[src/rtl/spi_clkdiv2_pkg.sv]
package spi_clkdiv2_pkg;
  localparam int unsigned LIN_W_DEF = 4;
  localparam int unsigned EXP_W_DEF = 4;

  // SCLK level relative to the polarity setting
  typedef enum logic {
    LVL_REST  = 1'b0,
    LVL_ACTIVE = 1'b1
  } sclk_lvl_e;
endpackage

[src/rtl/spi_lin_div.sv]
module spi_lin_div #(
  parameter int unsigned LIN_W = 4
) (
  input  logic             clk,
  input  logic             rst_n,
  input  logic             run_i,
  input  logic [LIN_W-1:0] lin_sel_i,
  output logic             lin_tick_o
);
  logic [LIN_W-1:0] cnt_q, cnt_d;
  logic             wrap;

  always_comb begin
    wrap  = run_i && (cnt_q >= lin_sel_i);
    cnt_d = cnt_q;
    if (!run_i)    cnt_d = '0;
    else if (wrap) cnt_d = '0;
    else           cnt_d = cnt_q + 1'b1;
  end

  always_ff @(posedge clk or negedge rst_n) begin
    if (!rst_n) cnt_q <= '0;
    else        cnt_q <= cnt_d;
  end

  assign lin_tick_o = wrap;

  AST_LIN_IDLE: assert property (@(posedge clk) disable iff (!rst_n)
    !run_i |=> (cnt_q == '0));
endmodule

[src/rtl/spi_exp_div.sv]
module spi_exp_div #(
  parameter int unsigned EXP_W = 4
) (
  input  logic             clk,
  input  logic             rst_n,
  input  logic             run_i,
  input  logic             lin_tick_i,
  input  logic [EXP_W-1:0] exp_sel_i,
  output logic             edge_o
);
  localparam int unsigned CNT_W = (1 << EXP_W) - 1;
  localparam logic [CNT_W-1:0] ALL_ONES = '1;

  logic [CNT_W-1:0] cnt_q, cnt_d;
  logic [CNT_W-1:0] limit;
  logic             wrap;

  always_comb begin
    limit = ALL_ONES >> (CNT_W - int'(exp_sel_i));
    wrap  = run_i && lin_tick_i && (cnt_q >= limit);
    cnt_d = cnt_q;
    if (!run_i)          cnt_d = '0;
    else if (wrap)       cnt_d = '0;
    else if (lin_tick_i) cnt_d = cnt_q + 1'b1;
  end

  always_ff @(posedge clk or negedge rst_n) begin
    if (!rst_n) cnt_q <= '0;
    else        cnt_q <= cnt_d;
  end

  assign edge_o = wrap;

  AST_EDGE_NEEDS_LIN: assert property (@(posedge clk) disable iff (!rst_n)
    edge_o |-> lin_tick_i);
endmodule

[src/rtl/spi_edge_phase.sv]
module spi_edge_phase
  import spi_clkdiv2_pkg::*;
(
  input  logic      clk,
  input  logic      rst_n,
  input  logic      run_i,
  input  logic      edge_i,
  input  logic      cpha_i,
  output sclk_lvl_e lvl_o,
  output logic      tick_o,
  output logic      sample_o,
  output logic      shift_o
);
  sclk_lvl_e lvl_q, lvl_d;
  logic      tick_q, tick_d;
  logic      smp_q, smp_d;
  logic      shf_q, shf_d;
  logic      leading;

  always_comb begin
    lvl_d   = lvl_q;
    tick_d  = 1'b0;
    smp_d   = 1'b0;
    shf_d   = 1'b0;
    leading = (lvl_q == LVL_REST);
    if (!run_i) begin
      lvl_d = LVL_REST;
    end else if (edge_i) begin
      lvl_d  = leading ? LVL_ACTIVE : LVL_REST;
      tick_d = 1'b1;
      smp_d  = leading ^ cpha_i;
      shf_d  = ~(leading ^ cpha_i);
    end
  end

  always_ff @(posedge clk or negedge rst_n) begin
    if (!rst_n) begin
      lvl_q  <= LVL_REST;
      tick_q <= 1'b0;
      smp_q  <= 1'b0;
      shf_q  <= 1'b0;
    end else begin
      lvl_q  <= lvl_d;
      tick_q <= tick_d;
      smp_q  <= smp_d;
      shf_q  <= shf_d;
    end
  end

  assign lvl_o    = lvl_q;
  assign tick_o   = tick_q;
  assign sample_o = smp_q;
  assign shift_o  = shf_q;

  AST_ONE_STROBE: assert property (@(posedge clk) disable iff (!rst_n)
    tick_o |-> $countones({sample_o, shift_o}) == 1);
  AST_STROBE_NEEDS_TICK: assert property (@(posedge clk) disable iff (!rst_n)
    (sample_o || shift_o) |-> tick_o);
  AST_NO_TICK_IDLE: assert property (@(posedge clk) disable iff (!rst_n)
    !run_i |=> !tick_o);
  AST_LVL_MOVES_ON_TICK: assert property (@(posedge clk) disable iff (!rst_n)
    (run_i && $past(run_i) && !tick_o) |-> $stable(lvl_o));
endmodule

[src/rtl/spi_clkdiv2.sv]
module spi_clkdiv2
  import spi_clkdiv2_pkg::*;
#(
  parameter int unsigned LIN_W = LIN_W_DEF,
  parameter int unsigned EXP_W = EXP_W_DEF
) (
  input  logic                   clk,
  input  logic                   rst_n,
  input  logic                   run_i,
  input  logic [LIN_W+EXP_W-1:0] rate_sel_i,
  input  logic                   cpol_i,
  input  logic                   cpha_i,
  output logic                   sclk_o,
  output logic                   edge_tick_o,
  output logic                   sample_stb_o,
  output logic                   shift_stb_o
);
  localparam int unsigned SEL_W = LIN_W + EXP_W;

  logic      lin_tick;
  logic      div_edge;
  sclk_lvl_e lvl;

  spi_lin_div #(.LIN_W(LIN_W)) u_lin (
    .clk        (clk),
    .rst_n      (rst_n),
    .run_i      (run_i),
    .lin_sel_i  (rate_sel_i[SEL_W-1:EXP_W]),
    .lin_tick_o (lin_tick)
  );

  spi_exp_div #(.EXP_W(EXP_W)) u_exp (
    .clk        (clk),
    .rst_n      (rst_n),
    .run_i      (run_i),
    .lin_tick_i (lin_tick),
    .exp_sel_i  (rate_sel_i[EXP_W-1:0]),
    .edge_o     (div_edge)
  );

  spi_edge_phase u_phase (
    .clk      (clk),
    .rst_n    (rst_n),
    .run_i    (run_i),
    .edge_i   (div_edge),
    .cpha_i   (cpha_i),
    .lvl_o    (lvl),
    .tick_o   (edge_tick_o),
    .sample_o (sample_stb_o),
    .shift_o  (shift_stb_o)
  );

  assign sclk_o = cpol_i ^ (lvl == LVL_ACTIVE);

  AST_IDLE_LEVEL: assert property (@(posedge clk) disable iff (!rst_n)
    (!run_i && !$past(run_i)) |-> (sclk_o == cpol_i));
endmodule

[config.mk]
export PLATFORM = sky130hd
export DESIGN_NAME = spi_clkdiv2
export DESIGN_NICKNAME = d
export VERILOG_FILES = /design/src/rtl/spi_clkdiv2_pkg.sv /design/src/rtl/spi_lin_div.sv /design/src/rtl/spi_exp_div.sv /design/src/rtl/spi_edge_phase.sv /design/src/rtl/spi_clkdiv2.sv
export SDC_FILE = /design/constraint.sdc
export NUM_CORES = 1
export LEC_CHECK = 0
export ABC_CLOCK_PERIOD_IN_PS = 1930
export BUFFER_PORTS_ARGS = -buffer_cell sky130_fd_sc_hd__buf_2
export CAP_MARGIN = 20
export CORE_MARGIN = 1.5
export CORE_UTILIZATION = 40
export CTS_CLUSTER_DIAMETER = 30
export CTS_CLUSTER_SIZE = 10
export DETAILED_ROUTE_END_ITERATION = 16
export HOLD_SLACK_MARGIN = 0.12
export PLACE_DENSITY = 0.59
export SYNTH_ARGS = -nofsm -noshare
export SYNTH_HDL_FRONTEND = slang
export SYNTH_HIERARCHICAL = 1
export SYNTH_SLANG_ARGS = --single-unit
[constraint.sdc]
create_clock -name clk -period 1.93 [get_ports clk]
set_input_delay 0.4825 -clock clk [delete_from_list [all_inputs] [get_ports clk]]
set_output_delay 0.4825 -clock clk [all_outputs]
set_load 0.01 [all_outputs]
==> results of run 1 <==
==> worst min path at each step <==
stage	slack, ps	cells past startpoint	endpoint
6_report	190	1	u_lin/cnt_q[2]
5_1_grt	220	1	u_lin/cnt_q[1]
4_1_cts	200	1	u_lin/cnt_q[2]
3_5_place_dp	490	1	u_lin/cnt_q[2]
3_3_place_gp	490	1	u_lin/cnt_q[0]
2_1_floorplan	190	0	u_exp/cnt_q[0]
==> state kept, by name (all words and copies together) (netlist names) <==
register and flops:
u_phase/sample_o 1, u_phase/shift_o 1, u_exp/cnt_q 15, u_lin/cnt_q 4, u_phase/lvl_o 1, u_phase/tick_o 1
==> per-stage QoR <==
| step | TNS, ps | cell area, um2 | total power (uW) | std cells | hold WS [ps] |
|---|---|---|---|---|---|
| final | -4200 | 2120 | 983 | 287 | 188 |
| after global routing | -6070 | 2120 | 1050 | 287 | 224 |
| after CTS | -4210 | 2100 | 1000 | 287 | 205 |
| after detailed placement | -10140 | 2040 | 701 | 283 | 494 |
| after global placement | -9430 | 2040 | 698 | 283 | 490 |
| after floorplan | -8900 | 1730 | 620 | 195 | 187 |
==> report_power, final <==
part	leakage, uW	internal, uW	switching [uW]
combinational	0.000707	94.8	101
sequential	0.000319	491	7.26
clock	0.0000228	147	141
==> area by class of cell <==
type	count	area (um2)	area share, %
tap	50	62.6	2.96
multi-input combinational	155	1070	50.8
clock buffer	4	45.0	2.13
timing repair buffer	44	317	15.0
sequential	23	576	27.2
inverter	11	41.3	1.95
==> kinds of logic after synthesis <==
family,Yosys count,share of synthesized area (%)
adder cells (fa/ha/maj),21,15.4
buffers and inverters,17,4.62
AND/OR/NAND/NOR,78,24.2
AO/OA/AOI/OAI,50,18.9
XOR/XNOR,5,2.57
multiplexers,1,0.587
flip-flops,23,33.7
==> repair_timing <==
action,CTS,global route
hold buffers,0,0
endpoints found under the hold margin,0,0
setup endpoints to repair,19,19
pin swaps,7,2
gates resized for setup,6,5
==> layout by cell type (no fill, tap or decap), types with 2 or more instances in the layout <==
| cell | instances |
|---|---|
| sky130_fd_sc_hd__dfrtp_1 | 23 |
| sky130_fd_sc_hd__nor3_2 | 2 |
| sky130_fd_sc_hd__nor2_2 | 3 |
| sky130_fd_sc_hd__a21oi_1 | 12 |
| sky130_fd_sc_hd__a21oi_2 | 3 |
| sky130_fd_sc_hd__o211ai_2 | 2 |
| sky130_fd_sc_hd__o21ai_0 | 5 |
| sky130_fd_sc_hd__ha_1 | 21 |
| sky130_fd_sc_hd__and2_1 | 7 |
| sky130_fd_sc_hd__a22o_1 | 2 |
| sky130_fd_sc_hd__o21ai_1 | 9 |
| sky130_fd_sc_hd__or3_1 | 6 |
| sky130_fd_sc_hd__buf_2 | 15 |
| sky130_fd_sc_hd__a31oi_1 | 5 |
| sky130_fd_sc_hd__nor2b_1 | 3 |
| sky130_fd_sc_hd__buf_4 | 25 |
| sky130_fd_sc_hd__a21o_1 | 4 |
| sky130_fd_sc_hd__inv_1 | 11 |
| sky130_fd_sc_hd__nand2_1 | 21 |
| sky130_fd_sc_hd__xnor2_1 | 2 |
| sky130_fd_sc_hd__nor2_1 | 9 |
| sky130_fd_sc_hd__nand3_1 | 10 |
| sky130_fd_sc_hd__o21ai_2 | 2 |
| sky130_fd_sc_hd__clkbuf_8 | 3 |
| sky130_fd_sc_hd__buf_6 | 3 |
| sky130_fd_sc_hd__nand4_1 | 6 |
| sky130_fd_sc_hd__and3_1 | 3 |
| sky130_fd_sc_hd__xor2_1 | 3 |
==> per-layer routing <==
layer,GRT usage [%],share of wire (%),vias up
met5,0,0,-
li1,-,-,785
met1,22.0,51,673
met4,5.25,0.95,0
met3,0.987,2.4,2
met2,28.6,45,24
==> results.txt, run 1 <==
----------------------------------------------------
[Run status]
  Status ... finished, violations left
  Violations in the final reports ... negative setup slack

[STA]
  Post-route setup slack ... -308 ps
  Worst setup skew after layout ... ~4.2 ps
  Setup repair after global routing missed its margin ... true
  Highest clock rate ... approximately 0.45 GHz
  Final clock period utilization by the worst path ... 116%
  Final count of hold timing violations ... 0
  Rel. slew slack ... between 60 and 70%
  Tmin final ... about 2200 ps
  Final number of setup-violating endpoints ... 19
  Number of max-slew violations in the final report ... 0
  Transition time at the pin with the least slew margin ... 514 ps

[Cells and area]
  Share of layout cells above drive strength 1 ... 27.4%
  Area growth syn-to-layout ... 24.1%
  Total inserted antenna cells ... 0
  Post-Route Utilization ... 52.1%
  Fill count ... roughly 390
  Total Nets Final ... around 270

[Route]
  Final wirelength ... around 3500 um
  DRT iter0 DRCs ... 63
  Vias ... 1484
  Per-cell routed wire length ... ~12 um
  Antenna viol nets, final ... 0
  First drt pass iteration count ... 4
  # DRC ... 0
  Via density ... between 5 and 6

[Setup path]
  Buf+Inv Stages, Crit Path ... 1
  Highest-delay cell along the critical path ... sky130_fd_sc_hd__or3_1
  Crit path from ... rate_sel_i[0]
  Startpoint kind of the worst setup timing path ... primary input
  Peak fanout along the critical path ... 3
  Crit-path max cell delay ... 350 ps
  Path length in cells of the critical path ... 10
  Critical Path RT ... 2080 ps
  Number of cells traversed by the worst register-to-register path ... 9
  Setup slack of the most critical reg-to-reg path ... -120 ps
  Family with the most delay on the worst path ... simple AND/OR/NAND/NOR gates
  Critical path arrival ... 2390 ps
  Endpoint type of the worst setup path ... flop
  Reg2Reg Capture Point ... u_exp/cnt_q[2]
  FF-to-FF Start ... u_lin/cnt_q[3]
  Destination of the critical timing path ... u_phase/lvl_o
  CP cell instances ... buf_6 -> or2_4 -> or3_1 -> ha_1 -> nand3_2 -> nor3_2 -> o21bai_2 -> a31oi_1 -> xor2_1 -> and2_1
  WS Path Type ... primary input to flop

[Yosys]
  Most used standard cells in the synthesized netlist ... sky130_fd_sc_hd__dfrtp_1 (23), sky130_fd_sc_hd__ha_1 (21), sky130_fd_sc_hd__nand2_1 (21)
  Most repeated cell in the gate-level netlist after synthesis ... sky130_fd_sc_hd__dfrtp_1
  Mapped Nets ... approximately 230
  Sequential element share of the synthesized area ... ~34%
  Area contributors post-synth ... sky130_fd_sc_hd__dfrtp_1 (34%), sky130_fd_sc_hd__ha_1 (15%), sky130_fd_sc_hd__nand2_1 (4.6%), sky130_fd_sc_hd__a21oi_1 (4.1%), sky130_fd_sc_hd__nand3_1 (3.2%)
  Count of flip-flops with a built-in enable after synthesis ... 0
  Average size of a mapped cell ... 8.75 um2
  Flip-flop and latch count after synthesis ... 23
  Commonest register cell after synthesis ... sky130_fd_sc_hd__dfrtp_1
  Post-synth ARST share ... 100%
  Share of the synthesized area in the top cell type ... between 30 and 40%
  Distinct cell type count of the synthesized netlist ... 40
  Area of the mapped netlist ... between 1500 and 2000 um2
  Synth Instances ... 195
  Synthesis warning total ... 6
  Library cell occupying the most area in the post-synthesis netlist ... sky130_fd_sc_hd__dfrtp_1

[Clock tree]
  Clock Root Buffer ... sky130_fd_sc_hd__clkbuf_8
  H-tree levels ... 1
  Total clock buffers created by CTS ... 3
  Clock tree from TritonCTS ... built
  Clock latency on the worst-skew pair ... approximately 260 ps
  Clock transition at path regs ... about 80 ps
  Setup repair bufs after CTS ... 0
  Total clock sinks ... 23
  Clock Tree Buf Depth ... 2

[Placed design]
  Placement-stage worst setup slack ... -640 ps
  HPWL Detailed ... 2830 um
  Final weighted congestion in routability-driven placement ... 0.778
  Number of port buffers ... 16

[Floorplanning]
  Floorplan die area ... 4660 um2
  Core Footprint ... ~4100 um2
  Vertical die dimension ... ~68 um
  Die extent in x ... 68.3 um
  Site row count ... 23
  Initial core utilization ... between 40% and 50%
  Number of primary I/O pins ... 17

[Global route]
  Overall overflow remaining after global route ... 0
  Largest net degree at the start of global routing ... 24
  Global-route wire length before repair ... around 6000 um
  Vias in the first global route ... 1356
  Total routing usage reported by global routing ... about 17%
  Number of antenna violations at the first check in global routing ... 0

[Power]
  Leakage dissipation ... ~0.0010 uW
  Power per Cell Area ... about 460 nW/um2
  Max VDD drop ... ~0.21 mV

[Job]
  Total of max-cap violations ... 0

[Worst hold path]
  Class of the tightest hold or removal check ... primary input to async pin

----------------------------------------------------
Note: power is estimated with default switching activity, not from simulation.
==> run 2, diff against run 1 <==
--- a/config.mk
+++ b/config.mk
@@ -14,7 +14,8 @@
 export CTS_CLUSTER_SIZE = 10
 export DETAILED_ROUTE_END_ITERATION = 16
 export HOLD_SLACK_MARGIN = 0.12
-export PLACE_DENSITY = 0.59
+export PLACE_DENSITY_LB_ADDON = 0.08
+export RECOVER_POWER = 50
 export SYNTH_ARGS = -nofsm -noshare
 export SYNTH_HDL_FRONTEND = slang
 export SYNTH_HIERARCHICAL = 1
==> run 2 against run 1 <==
  * Clock power up 3%
  * Critical path depth up 1
  * Count of clock-buffer cells in the layout unchanged
  * Utilization up 0.80 points
  * The flow still finishes with violations (negative setup slack)
  * Cell area up 1.5%
  * Largest cell class unchanged
  * Combinational power up 7%
  * Total power up 2.5%
==> results.txt, run 2 (same netlist as run 1, synthesis figures left out) <==
----------------------------------------------------
[STA]
  Worst setup skew after layout ... 5.59 ps (was 4.18 ps)
  Number of max-slew violations in the final report ... 0 (unchanged)
  Worst Hold Slack ... 483 ps (was 188 ps)
  Final clock period utilization by the worst path ... 117% (was 116%)
  Final number of setup-violating endpoints ... 19 (unchanged)
  Highest clock rate ... 0.442 GHz (was 0.447 GHz)
  Setup repair after global routing missed its margin ... true (unchanged)
  Rel. slew slack ... 14.3% (was 65.7%)
  Post-route setup slack ... -333 ps (was -308 ps)
  Tmin final ... 2260 ps (was 2240 ps)
  Final count of hold timing violations ... 0 (unchanged)
  Post-Route Setup TNS ... -4650 ps (was -4200 ps)
  Transition time at the pin with the least slew margin ... 1290 ps (was 514 ps)

[Cells and area]
  Regs by FF count ... u_exp/cnt_q (15), u_lin/cnt_q (4) (unchanged)
  Flip-flop count of the largest register after layout ... 15 (unchanged)
  Share of layout cells above drive strength 1 ... 29.0% (was 27.4%)
  Register ranked first by flip-flop count ... u_exp/cnt_q (unchanged)
  Fill count ... 376 (was 386)
  Most frequent cells in the layout ... sky130_fd_sc_hd__buf_4 (32), sky130_fd_sc_hd__dfrtp_1 (23), sky130_fd_sc_hd__nand2_1 (21) (was sky130_fd_sc_hd__buf_4 (25), sky130_fd_sc_hd__dfrtp_1 (23), sky130_fd_sc_hd__nand2_1 (21), sky130_fd_sc_hd__ha_1 (21), sky130_fd_sc_hd__buf_2 (15))
  Total Nets Final ... 276 (was 272)
  Post-Route Utilization ... 52.9% (was 52.1%)
  Total inserted antenna cells ... 0 (unchanged)
  Area growth syn-to-layout ... 26.0% (was 24.1%)
  Most common library cell in the layout ignoring fill and taps ... sky130_fd_sc_hd__buf_4 (unchanged)

[Worst hold path]
  Class of the tightest hold or removal check ... primary input to async pin (unchanged)

[Clock tree]
  Total clock sinks ... 23 (unchanged)
  Clock latency on the worst-skew pair ... 260 ps (about the same)
  Total clock buffers created by CTS ... 3 (unchanged)
  Clock Tree Buf Depth ... 2 (unchanged)
  Clock Root Buffer ... sky130_fd_sc_hd__clkbuf_8 (unchanged)
  H-tree levels ... 1 (unchanged)
  Clock tree from TritonCTS ... built (unchanged)
  Clock transition at path regs ... 80 ps (about the same)

[Route]
  Vias ... 1548 (was 1484)
  # DRC ... 0 (unchanged)
  Antenna viol nets, final ... 0 (unchanged)
  Final wirelength ... 3930 um (was 3470 um)
  DRT iter0 DRCs ... 49 (was 63)
  Per-cell routed wire length ... 13.5 um (was 12.1 um)
  First drt pass iteration count ... 4 (unchanged)
  Via density ... 5.32 (was 5.17)

[Power]
  Leakage dissipation ... 0.00106 uW (was 0.00105 uW)
  Power per Cell Area ... 469 nW/um2 (was 464 nW/um2)
  Total power consumption of the routed design ... 1010 uW (was 983 uW)
  Max VDD drop ... 0.280 mV (was 0.208 mV)

[Setup path]
  Startpoint kind of the worst setup timing path ... primary input (unchanged)
  Critical path arrival ... 2460 ps (was 2390 ps)
  Critical Path RT ... 2130 ps (was 2080 ps)
  WS Path Type ... primary input to flop (unchanged)
  Peak fanout along the critical path ... 3 (unchanged)
  Endpoint type of the worst setup path ... flop (unchanged)

[Placed design]
  HPWL Detailed ... 3120 um (was 2830 um)
  Final weighted congestion in routability-driven placement ... 0.867 (was 0.778)
  Number of port buffers ... 16 (unchanged)

[Floorplanning]
  Die extent in x ... 68.3 um (unchanged)
  Floorplan die area ... 4660 um2 (unchanged)
  Core Footprint ... 4060 um2 (unchanged)
  Initial core utilization ... 42.0% (unchanged)
  Site row count ... 23 (unchanged)
  Vertical die dimension ... 68.3 um (unchanged)
  Number of primary I/O pins ... 17 (unchanged)

[Global route]
  Overall overflow remaining after global route ... 0 (unchanged)
  Vias in the first global route ... 1509 (was 1356)
  Largest net degree at the start of global routing ... 24 (unchanged)
  Global-route wire length before repair ... 6580 um (was 5840 um)
  Total routing usage reported by global routing ... 19.0% (was 16.6%)
  Number of antenna violations at the first check in global routing ... 0 (unchanged)

[Run status]
  Violations in the final reports ... negative setup slack (unchanged)
  Status ... finished, violations left (unchanged)

[Job]
  Total of max-cap violations ... 0 (unchanged)

----------------------------------------------------
-- run 2: path summary, 6_finish.rpt --
path,start,to,slack (ps),cells past startpoint
min in group clk,cpha_i,u_phase/shift_o,520,3
worst max-delay path,rate_sel_i[0],u_exp/cnt_q[10],-330,11
worst min-delay path,rst_n,u_exp/cnt_q[7],480,1
worst max register to register,u_lin/cnt_q[3],u_exp/cnt_q[10],-210,9
worst min register to register,u_exp/cnt_q[0],u_exp/cnt_q[0],550,1
max in group asynchronous,rst_n,u_exp/cnt_q[1],690,1
-- run 2: repair_timing --
item	in CTS	in global routing
endpoints found under the setup margin	19	19
hold buffers	0	0
cloned	0	0
pin swaps	5	4
gates resized for setup	7	5
setup buffers	1	1
-- run 2: worst max-delay path: stages --
cell	delay [ps]
sky130_fd_sc_hd__buf_6	90
sky130_fd_sc_hd__or2_4	250
sky130_fd_sc_hd__or3_4	400
sky130_fd_sc_hd__ha_4	240
sky130_fd_sc_hd__nand3_2	50
sky130_fd_sc_hd__nor3_2	50
sky130_fd_sc_hd__o21bai_2	170
sky130_fd_sc_hd__nand4_1	120
sky130_fd_sc_hd__buf_4	160
sky130_fd_sc_hd__or3_1	360
sky130_fd_sc_hd__o21ai_1	70
-- run 2: metrics by stage --
stage	cell area (um2)	std cells	setup slack, ps
3_5_place_dp	2040	285	-614
2_1_floorplan	1730	195	-557
6_report	2150	291	-333
3_3_place_gp	2040	285	-592
5_1_grt	2150	291	-443
4_1_cts	2110	290	-323
-- run 2: final cells by class --
type	instances	area [um2]	share of cell area (%)
multi-input combinational	155	1090	50.8
timing repair buffer	48	332	15.4
sequential	23	576	26.8
inverter	11	41.3	1.92
clock buffer	4	45.0	2.10
tap	50	62.6	2.91
-- run 2: where the power goes --
group / total (uW) / leakage, uW / switching (uW) / internal, uW
sequential: 499 / 0.000319 / 7.43 / 491
combinational: 210 / 0.000721 / 109 / 101
clock: 298 / 0.0000228 / 151 / 147
total: 1010 / 0.00106 / 268 / 740
-- run 2: per-layer routing --
| layer | up-vias | wire length (um) | track usage, % |
|---|---|---|---|
| met1 | 716 | 1810 | 23.7 |
| met4 | 0 | 23 | 5.00 |
| met3 | 2 | 141 | 3.13 |
| met5 | - | 0 | 0 |
| met2 | 36 | 1950 | 33.7 |
| li1 | 794 | - | - |
